**src/rtl/xlat_probe_pkg.sv**
```systemverilog
package xlat_probe_pkg;
  localparam int unsigned CTRL_W = 3;

  typedef struct packed {
    logic capture;   // register the response this cycle
    logic doDel;     // invalidate matching entries
    logic doReprot;  // rewrite protection of matching entries
  } ctrl_strobe_t;
endpackage

```
**src/rtl/xlat_cache.sv**
```systemverilog
module xlat_cache #(
  parameter int unsigned ENTRIES = 8,
  parameter int unsigned TAG_W   = 61,
  parameter int unsigned PROT_W  = 3,
  localparam int unsigned IDX_W  = (ENTRIES > 1) ? $clog2(ENTRIES) : 1
) (
  input  logic              clk,
  input  logic              rstN,
  input  logic [TAG_W-1:0]  lookTag,
  input  logic              doDel,
  input  logic              doReprot,
  input  logic [PROT_W-1:0] newProt,
  input  logic              fillEn,
  input  logic [IDX_W-1:0]  fillIdx,
  input  logic [TAG_W-1:0]  fillTag,
  input  logic [PROT_W-1:0] fillProt,
  input  logic              fillVld,
  output logic              hit,
  output logic [PROT_W-1:0] hitProt
);
  logic [ENTRIES-1:0] vld;
  logic [ENTRIES-1:0] match;
  logic [TAG_W-1:0]   tagQ  [ENTRIES];
  logic [PROT_W-1:0]  protQ [ENTRIES];

  for (genvar i = 0; i < ENTRIES; i++) begin : g_entry
    assign match[i] = vld[i] && (tagQ[i] == lookTag);

    always_ff @(posedge clk) begin
      if (!rstN) begin
        vld[i]   <= 1'b0;
        tagQ[i]  <= '0;
        protQ[i] <= '0;
      end else if (match[i] && (doDel || doReprot)) begin
        // command wins over a same-cycle fill of this entry
        if (doDel) vld[i]   <= 1'b0;
        else       protQ[i] <= newProt;
      end else if (fillEn && (fillIdx == IDX_W'(i))) begin
        vld[i]   <= fillVld;
        tagQ[i]  <= fillTag;
        protQ[i] <= fillProt;
      end
    end
  end

  always_comb begin
    hitProt = '0;
    for (int j = 0; j < ENTRIES; j++) begin
      if (match[j]) hitProt = hitProt | protQ[j];
    end
  end

  assign hit = |match;
endmodule

```
**src/rtl/xlat_probe_ctrl.sv**
```systemverilog
module xlat_probe_ctrl
  import xlat_probe_pkg::*;
(
  input  logic              clk,
  input  logic              rstN,
  input  logic              cmdValid,
  input  logic [CTRL_W-1:0] cmdCtrl,
  output logic              cmdReady,
  output logic              rspValid,
  output ctrl_strobe_t      strobe
);
  logic readyQ;
  logic rspValidQ;
  logic accept;

  assign accept = cmdValid && readyQ;

  always_comb begin
    strobe.capture  = accept;
    strobe.doDel    = accept && (cmdCtrl == '0);
    strobe.doReprot = accept && (cmdCtrl != '0);
  end

  always_ff @(posedge clk) begin
    if (!rstN) begin
      readyQ    <= 1'b0;
      rspValidQ <= 1'b0;
    end else begin
      readyQ    <= 1'b1;
      rspValidQ <= accept;
    end
  end

  assign cmdReady = readyQ;
  assign rspValid = rspValidQ;
endmodule

```
**src/rtl/xlat_probe_dpath.sv**
```systemverilog
module xlat_probe_dpath
  import xlat_probe_pkg::*;
#(
  parameter int unsigned ENTRIES = 8,
  parameter int unsigned KEY_W   = 64,
  localparam int unsigned TAG_W  = KEY_W - CTRL_W,
  localparam int unsigned IDX_W  = (ENTRIES > 1) ? $clog2(ENTRIES) : 1
) (
  input  logic              clk,
  input  logic              rstN,
  input  ctrl_strobe_t      strobe,
  input  logic [KEY_W-1:0]  cmdKey,
  input  logic              iFillEn,
  input  logic [IDX_W-1:0]  iFillIdx,
  input  logic [KEY_W-1:0]  iFillKey,
  input  logic              iFillVld,
  input  logic              dFillEn,
  input  logic [IDX_W-1:0]  dFillIdx,
  input  logic [KEY_W-1:0]  dFillKey,
  input  logic              dFillVld,
  output logic [1:0]        rspHits,
  output logic [CTRL_W-1:0] rspInstProt,
  output logic [CTRL_W-1:0] rspDataProt
);
  logic [1:0]        hitVec;
  logic [CTRL_W-1:0] protVec [2];
  logic              fillEnVec  [2];
  logic [IDX_W-1:0]  fillIdxVec [2];
  logic [KEY_W-1:0]  fillKeyVec [2];
  logic              fillVldVec [2];

  assign fillEnVec[0]  = iFillEn;
  assign fillIdxVec[0] = iFillIdx;
  assign fillKeyVec[0] = iFillKey;
  assign fillVldVec[0] = iFillVld;
  assign fillEnVec[1]  = dFillEn;
  assign fillIdxVec[1] = dFillIdx;
  assign fillKeyVec[1] = dFillKey;
  assign fillVldVec[1] = dFillVld;

  // way 0 = instruction cache, way 1 = data cache
  for (genvar w = 0; w < 2; w++) begin : g_way
    xlat_cache #(
      .ENTRIES(ENTRIES), .TAG_W(TAG_W), .PROT_W(CTRL_W)
    ) u_cache (
      .clk      (clk),
      .rstN     (rstN),
      .lookTag  (cmdKey[KEY_W-1:CTRL_W]),
      .doDel    (strobe.doDel),
      .doReprot (strobe.doReprot),
      .newProt  (cmdKey[CTRL_W-1:0]),
      .fillEn   (fillEnVec[w]),
      .fillIdx  (fillIdxVec[w]),
      .fillTag  (fillKeyVec[w][KEY_W-1:CTRL_W]),
      .fillProt (fillKeyVec[w][CTRL_W-1:0]),
      .fillVld  (fillVldVec[w]),
      .hit      (hitVec[w]),
      .hitProt  (protVec[w])
    );
  end

  always_ff @(posedge clk) begin
    if (!rstN) begin
      rspHits     <= '0;
      rspInstProt <= '0;
      rspDataProt <= '0;
    end else if (strobe.capture) begin
      rspHits     <= hitVec;
      rspInstProt <= protVec[0];
      rspDataProt <= protVec[1];
    end
  end
endmodule

```
**src/rtl/xlat_probe.sv**
```systemverilog
module xlat_probe
  import xlat_probe_pkg::*;
#(
  parameter int unsigned ENTRIES = 8,
  parameter int unsigned KEY_W   = 64,
  localparam int unsigned IDX_W  = (ENTRIES > 1) ? $clog2(ENTRIES) : 1
) (
  input  logic              clk,
  input  logic              rstN,
  input  logic              cmdValid,
  output logic              cmdReady,
  input  logic [KEY_W-1:0]  cmdKey,
  output logic              rspValid,
  output logic [1:0]        rspHits,
  output logic [CTRL_W-1:0] rspInstProt,
  output logic [CTRL_W-1:0] rspDataProt,
  input  logic              iFillEn,
  input  logic [IDX_W-1:0]  iFillIdx,
  input  logic [KEY_W-1:0]  iFillKey,
  input  logic              iFillVld,
  input  logic              dFillEn,
  input  logic [IDX_W-1:0]  dFillIdx,
  input  logic [KEY_W-1:0]  dFillKey,
  input  logic              dFillVld
);
  ctrl_strobe_t strobe;

  xlat_probe_ctrl u_ctrl (
    .clk      (clk),
    .rstN     (rstN),
    .cmdValid (cmdValid),
    .cmdCtrl  (cmdKey[CTRL_W-1:0]),
    .cmdReady (cmdReady),
    .rspValid (rspValid),
    .strobe   (strobe)
  );

  xlat_probe_dpath #(.ENTRIES(ENTRIES), .KEY_W(KEY_W)) u_dpath (
    .clk         (clk),
    .rstN        (rstN),
    .strobe      (strobe),
    .cmdKey      (cmdKey),
    .iFillEn     (iFillEn),
    .iFillIdx    (iFillIdx),
    .iFillKey    (iFillKey),
    .iFillVld    (iFillVld),
    .dFillEn     (dFillEn),
    .dFillIdx    (dFillIdx),
    .dFillKey    (dFillKey),
    .dFillVld    (dFillVld),
    .rspHits     (rspHits),
    .rspInstProt (rspInstProt),
    .rspDataProt (rspDataProt)
  );
endmodule

```
**config.mk**
```make
export PLATFORM = sky130hd
export DESIGN_NAME = xlat_probe
export DESIGN_NICKNAME = d
export VERILOG_FILES = /design/src/rtl/xlat_probe_pkg.sv /design/src/rtl/xlat_cache.sv /design/src/rtl/xlat_probe_ctrl.sv /design/src/rtl/xlat_probe_dpath.sv /design/src/rtl/xlat_probe.sv
export SDC_FILE = /design/constraint.sdc
export NUM_CORES = 2
export LEC_CHECK = 0
export BUFFER_PORTS_ARGS = -buffer_cell sky130_fd_sc_hd__buf_4
export CAP_MARGIN = 20
export CORE_ASPECT_RATIO = 1.25
export CORE_MARGIN = 5
export CORE_UTILIZATION = 50
export DETAILED_ROUTE_END_ITERATION = 12
export PLACE_DENSITY = 0.67
export SETUP_SLACK_MARGIN = 0.3
export SLEW_MARGIN = 25
export SYNTH_ARGS = -nofsm -noshare
export SYNTH_HDL_FRONTEND = slang
export SYNTH_SLANG_ARGS = --single-unit
```
**constraint.sdc**
```tcl
create_clock -name clk -period 7.6 [get_ports clk]
set_input_delay 0.38 -clock clk [delete_from_list [all_inputs] [get_ports clk]]
set_output_delay 0.38 -clock clk [all_outputs]
set_load 0.03 [all_outputs]
```
Word-level counts from Yosys, hierarchy flattened:

Memories as Yosys holds them, arrays and structs flattened.
Index checks and enable logic that the tools add are counted.
Widths: inputs -> output; s select.

* register bits after elaboration: 26
* bits in latches: 0
* RAM bits: 1024
* memory bits (read-only): 0
* memories: 4

* $add $sub $neg: 0
* multipliers: 0
* divide/modulo/power cells: 0
* $lt $le $gt $ge: 0
* equal/unequal tests: 46
* shift-type cells: 0
* multiplexer cells: 212
* bitwise logic cells: 62
* reductions and logical operators: 90

Memories
* u_dpath.g_way[0].u_cache.tagQ: words 8, bits a word 61, read ports 8, clocked after memory_dff 0, wr ports 8, RTL line xlat_cache.sv:23 `logic [TAG_W-1:0] tagQ [ENTRIES];`
* u_dpath.g_way[1].u_cache.tagQ: words 8, bits a word 61, read ports 8, clocked after memory_dff 0, wr ports 8, RTL line xlat_cache.sv:23
* u_dpath.g_way[0].u_cache.protQ: words 8, bits a word 3, read ports 8, clocked after memory_dff 0, wr ports 8, RTL line xlat_cache.sv:24 `logic [PROT_W-1:0] protQ [ENTRIES];`
* u_dpath.g_way[1].u_cache.protQ: words 8, bits a word 3, read ports 8, clocked after memory_dff 0, wr ports 8, RTL line xlat_cache.sv:24

Operators by type and width (number)
* $eq 61x61->1: 16
* $mux 61: 16
* $mux 1: 148
* $mux 3: 48
* $logic_and 1x1->1: 51
* $or 1x1->1: 48
* $or 3x3->3: 14
* $reduce_and 2->1: 16
* $reduce_bool 2->1: 16
* $eq 3x3->1 const B: 8
* $ne 2x1->1 const B: 8
* $ne 2x2->1 const B: 8
* $reduce_or 8->1: 2
* $eq 3x2->1 const B: 4
* $logic_not 3->1: 3
* $eq 3x1->1 const B: 2
* $reduce_bool 3->1: 1
* $logic_or 1x1->1: 1

Longest topological paths before layout:

* word-level depth: 17
* mapped depth: 11

Hierarchy:

Synthesis repeated with hierarchy kept, for this count alone.

* cell total of the unflattened synthesis: 4186
* area, all modules: 52567.9 sq um

Modules (own cells, without submodules)
* xlat_cache: times used 2, cells each 2076, area an instance 26092.5 sq um, seq. area each 15534.9 sq um
* xlat_probe_dpath: times used 1, cells each 25, area an instance 301.5 sq um, seq. area each 160.2 sq um
* xlat_probe_ctrl: times used 1, cells each 9, area an instance 81.3 sq um, seq. area each 40.0 sq um

Worst setup path before layout:

OpenSTA, ideal clock, no wires.

* path kind: input to register
* start: input port cmdKey[14]
* end: memory u_dpath.g_way[0].u_cache.tagQ[7][0] (netlist: u_dpath.g_way[0].u_cache.tagQ[1][183]), enable pin
* library setup time: 0.567 ns
* arrival: 5.983 ns
* required time: 7.033 ns
* setup slack: 1.050 ns
* cell stages on the path: 9
* path buffers: 3
* cell sequence: clkbuf_1 > buf_2 > xnor2_1 > o221ai_1 > nor4_1 > nand4_1 > nor3_1 > clkbuf_1 > o21ai_0

RTL lines
* from (decl): RTL line xlat_probe.sv:12 `input logic [KEY_W-1:0] cmdKey,`
* to (decl): RTL line xlat_cache.sv:23

==> metrics.md <==
| Metric | Value |
|---|---|
| Outcome | `finished, final reports clean` |
| Cts-stage hold buffer count | `1` |
| Area of the multi-input gates | `just under 20,000 µm²` |
| Placed instance area | `approximately 55,000 µm²` |
| Measured slew at the worst slew-check pin | `1144 ps` |
| Die height | `371.8 µm` |
| Synth warnings | `0` |
| Power Dens Cells | `243.2 nW/µm²` |
| Row cnt | `132` |
| Number of global-route vias before repair | `37,920` |
| Clock Skews | `28.07 ps` |
| I/O pin count | `roughly 220` |
| Slowest stage delay, CP | `780 ps` |
| Synth Instances | `4,332` |
| Clock sinks | `1,050` |
| Reg area | `31,270 µm²` |
| Port buffer count | `214` |
| Worst setup path endpoint | `u_dpath.g_way[1].u_cache.tagQ[1][76]` |
| Hold Fails Final Rpt | `0` |
| CP max FO | `62` |
| Synth Cell Area | `roughly 52,000 µm²` |
| Routed Antenna Nets | `0` |
| Max-cap violations | `0` |
| Resized cells post-CTS | `0` |
| Worst setup path class | `input port to flop` |
| Global route overflow | `0` |
| First-pass GRT wire length | `about 320 mm` |
| Worst Path Required | `7810 ps` |
| Initial Util | `50.40%` |
| CTS tree | `done` |
| DRC | `0` |
| Placed Cells | `5,637` |
| CP bufs+invs | `3` |
| Sequential fraction of the synthesis area | `59.72%` |
| Syn_area_per_cell | `12.09 µm²` |
| Worst-skew pair later-pin latency | `710 ps` |
| Layout net count | `about 4,600` |
| RSZ-0062 raised after global routing | `false` |
| Critical path arrival | `5090 ps` |
| Netlist cell types | `74` |
| First-pass DRT Iterations | `6` |
| Via density | `6.657` |
| Cell mode on critical path | `buf_4` |
| Reg clk slew, reported paths | `about 70 ps` |
| Wire per inst | `40.90 µm` |
| Fillers | `~8,800` |
| Number of antenna violations at the first check in global routing | `16` |
| Top FF cell, synth | `edfxtp_1` |
| Tcrit/Tclk final | `64.14%` |
| Slowest CP cell | `nor3_2` |
| Power share of the clock group | `39.0%` |
| Reg2reg path depth | `8` |
| Final setup violating endpoints | `0` |
| CTS Buf Count | `108` |
| Post-Layout Cell Count | `5,853` |
| Die span in x | `299.5 µm` |
| Vias | `38,960` |
| Internal power | `10.39 mW` |
| Post-Route WL | `239.4 mm` |
| Async SR Flop Fraction | `0%` |
| Largest net degree at the start of global routing | `about 110` |
| Hold slack | `58.36 ps` |
| Initial DRC Count | `~6,000` |
| List of most frequent post-synthesis cells | `1,024 x edfxtp_1, 500 x and2_1, 480 x xnor2_1` |
| Yosys top cell area share | `58.72%` |
| Sw Ratio | `27.06%` |
| Post-synth EDFFs | `approximately 1,000` |
| Combinational power share | `about an eighth` |
| Critical Path Source | `cmdKey[3]` |
| Hold Crit Class | `input port to flop` |
| Crit Reg-Reg Startpoint | `u_dpath.g_way[1].u_cache.tagQ[1][72]` |
| Setup repair bufs after CTS | `0` |
| Core Box Area | `around 100,000 µm²` |
| Finished Cell Area | `58,560 µm²` |
| HPWL after DPL | `159.0 mm` |
| Dominant cells by area after synthesis | `edfxtp_1 59%, xnor2_1 8.0%, and2_1 6.0%` |
| Slew HR | `a little under a quarter` |
| Layout cells sized above 1 | `a little over a tenth` |
| Capture point of the worst reg-to-reg path | `u_dpath.g_way[1].u_cache.tagQ[1][76]` |
| GRT Resource Usage Total | `42.20%` |
| GP Congestion | `around 1.0` |
| Startpoint Class | `input port` |
| Slew Viols, Final | `0` |
| Crit path capture type | `flop` |
| Die area | `111,300 µm²` |
| Flop2flop setup slack | `2830 ps` |
| Fmax | `approximately 210 MHz` |
| Root Driver | `clkbuf_16` |
| Period minus WS final | `4874 ps` |
| CP Depth | `9` |
| Top-count cell post-synth | `edfxtp_1` |
| Synth Register Bits | `1,050` |
| Worst path top cell family by delay | `simple AND/OR/NAND/NOR gates` |
| H-tree levels | `3` |
| Area growth from synthesis to layout | `11.83%` |
| Crit-path cells | `buf_4 -> inv_1 -> o2bb2ai_1 -> or4_1 -> nor3_2 -> nand3_1 -> nand2_2 -> buf_4 -> nand2_4` |
| Setup_tns | `0 ps` |
| Leakage power | `19.83 nW` |
| Net load switching power | `3.854 mW` |
| Clk buf depth | `3` |
| Max VDD drop | `between 0.2 and 0.25 mV` |
| Cell taking the most area after synthesis | `edfxtp_1` |
| Post-Synthesis Net Count | `4,537` |
| Seq pwr share | `49.0%` |
-- layout by cell type, fill, tap and decap left out, drive strengths merged, types with 113 or more instances in the layout --
master  count
nand4     150
inv       166
edfxtp   1024
and2      501
buf       263
nand2b    194
nor2      169
clkbuf    132
xnor2     480
nor3      399
nor4      113
xor2      232
-- final cells by class --
type | count | area share (%)
repair buffers | 264 | 3.491
clock inverters | 70 | 1.197
flip-flops and latches | 1050 | 53.40
multi-input cells | 2822 | 32.97
diodes | 10 | 0.04273
inverters | 165 | 1.070
well taps | 1340 | 2.863
clock buffers | 132 | 4.963
-- state kept, by name, summed over array words and instances (netlist names) --
name and flops:
u_dpath.g_way.u_cache.vld 16, u_dpath.rspDataProt 3, u_dpath.rspHits 2, u_ctrl.cmdReady 1, u_dpath.g_way.u_cache.tagQ 976, u_dpath.rspInstProt 3
u_dpath.g_way.u_cache.protQ 48, u_ctrl.rspValid 1
-- worst reg2reg max path, stage by stage, from the launching register on --
cell and delay, ps:
edfxtp_1 400, xor2_1 160, nor4_1 410, nand4_1 380, nor3_2 800, nand3_1 480, nand2_2 160, buf_4 640
nand2_4 780
-- kinds of logic (layout without fill, tap and decap cells) --
kind of cell           Yosys count  after routing  share of synthesized area, %
other                            0             10                             0
XOR/XNOR                       712            712                         11.91
AND/OR/NAND/NOR               1780           1780                         19.51
flip-flops                    1050           1050                         59.72
multiplexers                    19             19                        0.3656
AO/OA/AOI/OAI                  311            311                         4.521
buffers and inverters          460            631                         3.979
-- power groups by stage --
stage | Clock, mW | Sequential [mW] | Combinational [mW]
final | 5.56 | 6.98 | 1.71
after global routing | 5.78 | 6.99 | 1.72
after CTS | 5.53 | 6.97 | 1.65
after detailed placement | 0 | 7.09 | 1.64
after global placement | 0 | 7.08 | 1.64
after floorplan | 0 | 7.02 | 0.854
-- stage by stage --
stage | setup slack, ps | utilization, % | total power, mW
global route | 2815 | 56.35 | 14.50
detailed placement | 2246 | 52.77 | 8.733
floorplan | 1050 | - | 7.876
global placement | 2270 | 52.71 | 8.718
finish | 2726 | 56.37 | 14.24
CTS | 2975 | 56.25 | 14.15
-- per-layer routing --
metal / part of all wire, % / track usage [%]
met1: 31 / 47.14
met2: 46 / 67.19
met3: 10 / 8.027
met4: 12 / 41.22
met5: 0.0054 / 0
-- worst min-delay path by stage --
stage,slack (ps),endpoint,startpoint,cells past startpoint
final,60,u_dpath.g_way[0].u_cache.tagQ[1][35],iFillKey[38],2
after detailed placement,490,u_dpath.g_way[1].u_cache.vld[6],u_dpath.g_way[1].u_cache.vld[6],2
after CTS,30,u_dpath.g_way[0].u_cache.tagQ[1][218],iFillKey[38],2
after global routing,70,u_dpath.g_way[0].u_cache.tagQ[0][153],iFillKey[34],2
after floorplan,410,u_ctrl.cmdReady,rstN,0
after global placement,470,u_dpath.g_way[1].u_cache.vld[6],u_dpath.g_way[1].u_cache.vld[6],2
Note: power is estimated with default switching activity, not from simulation.
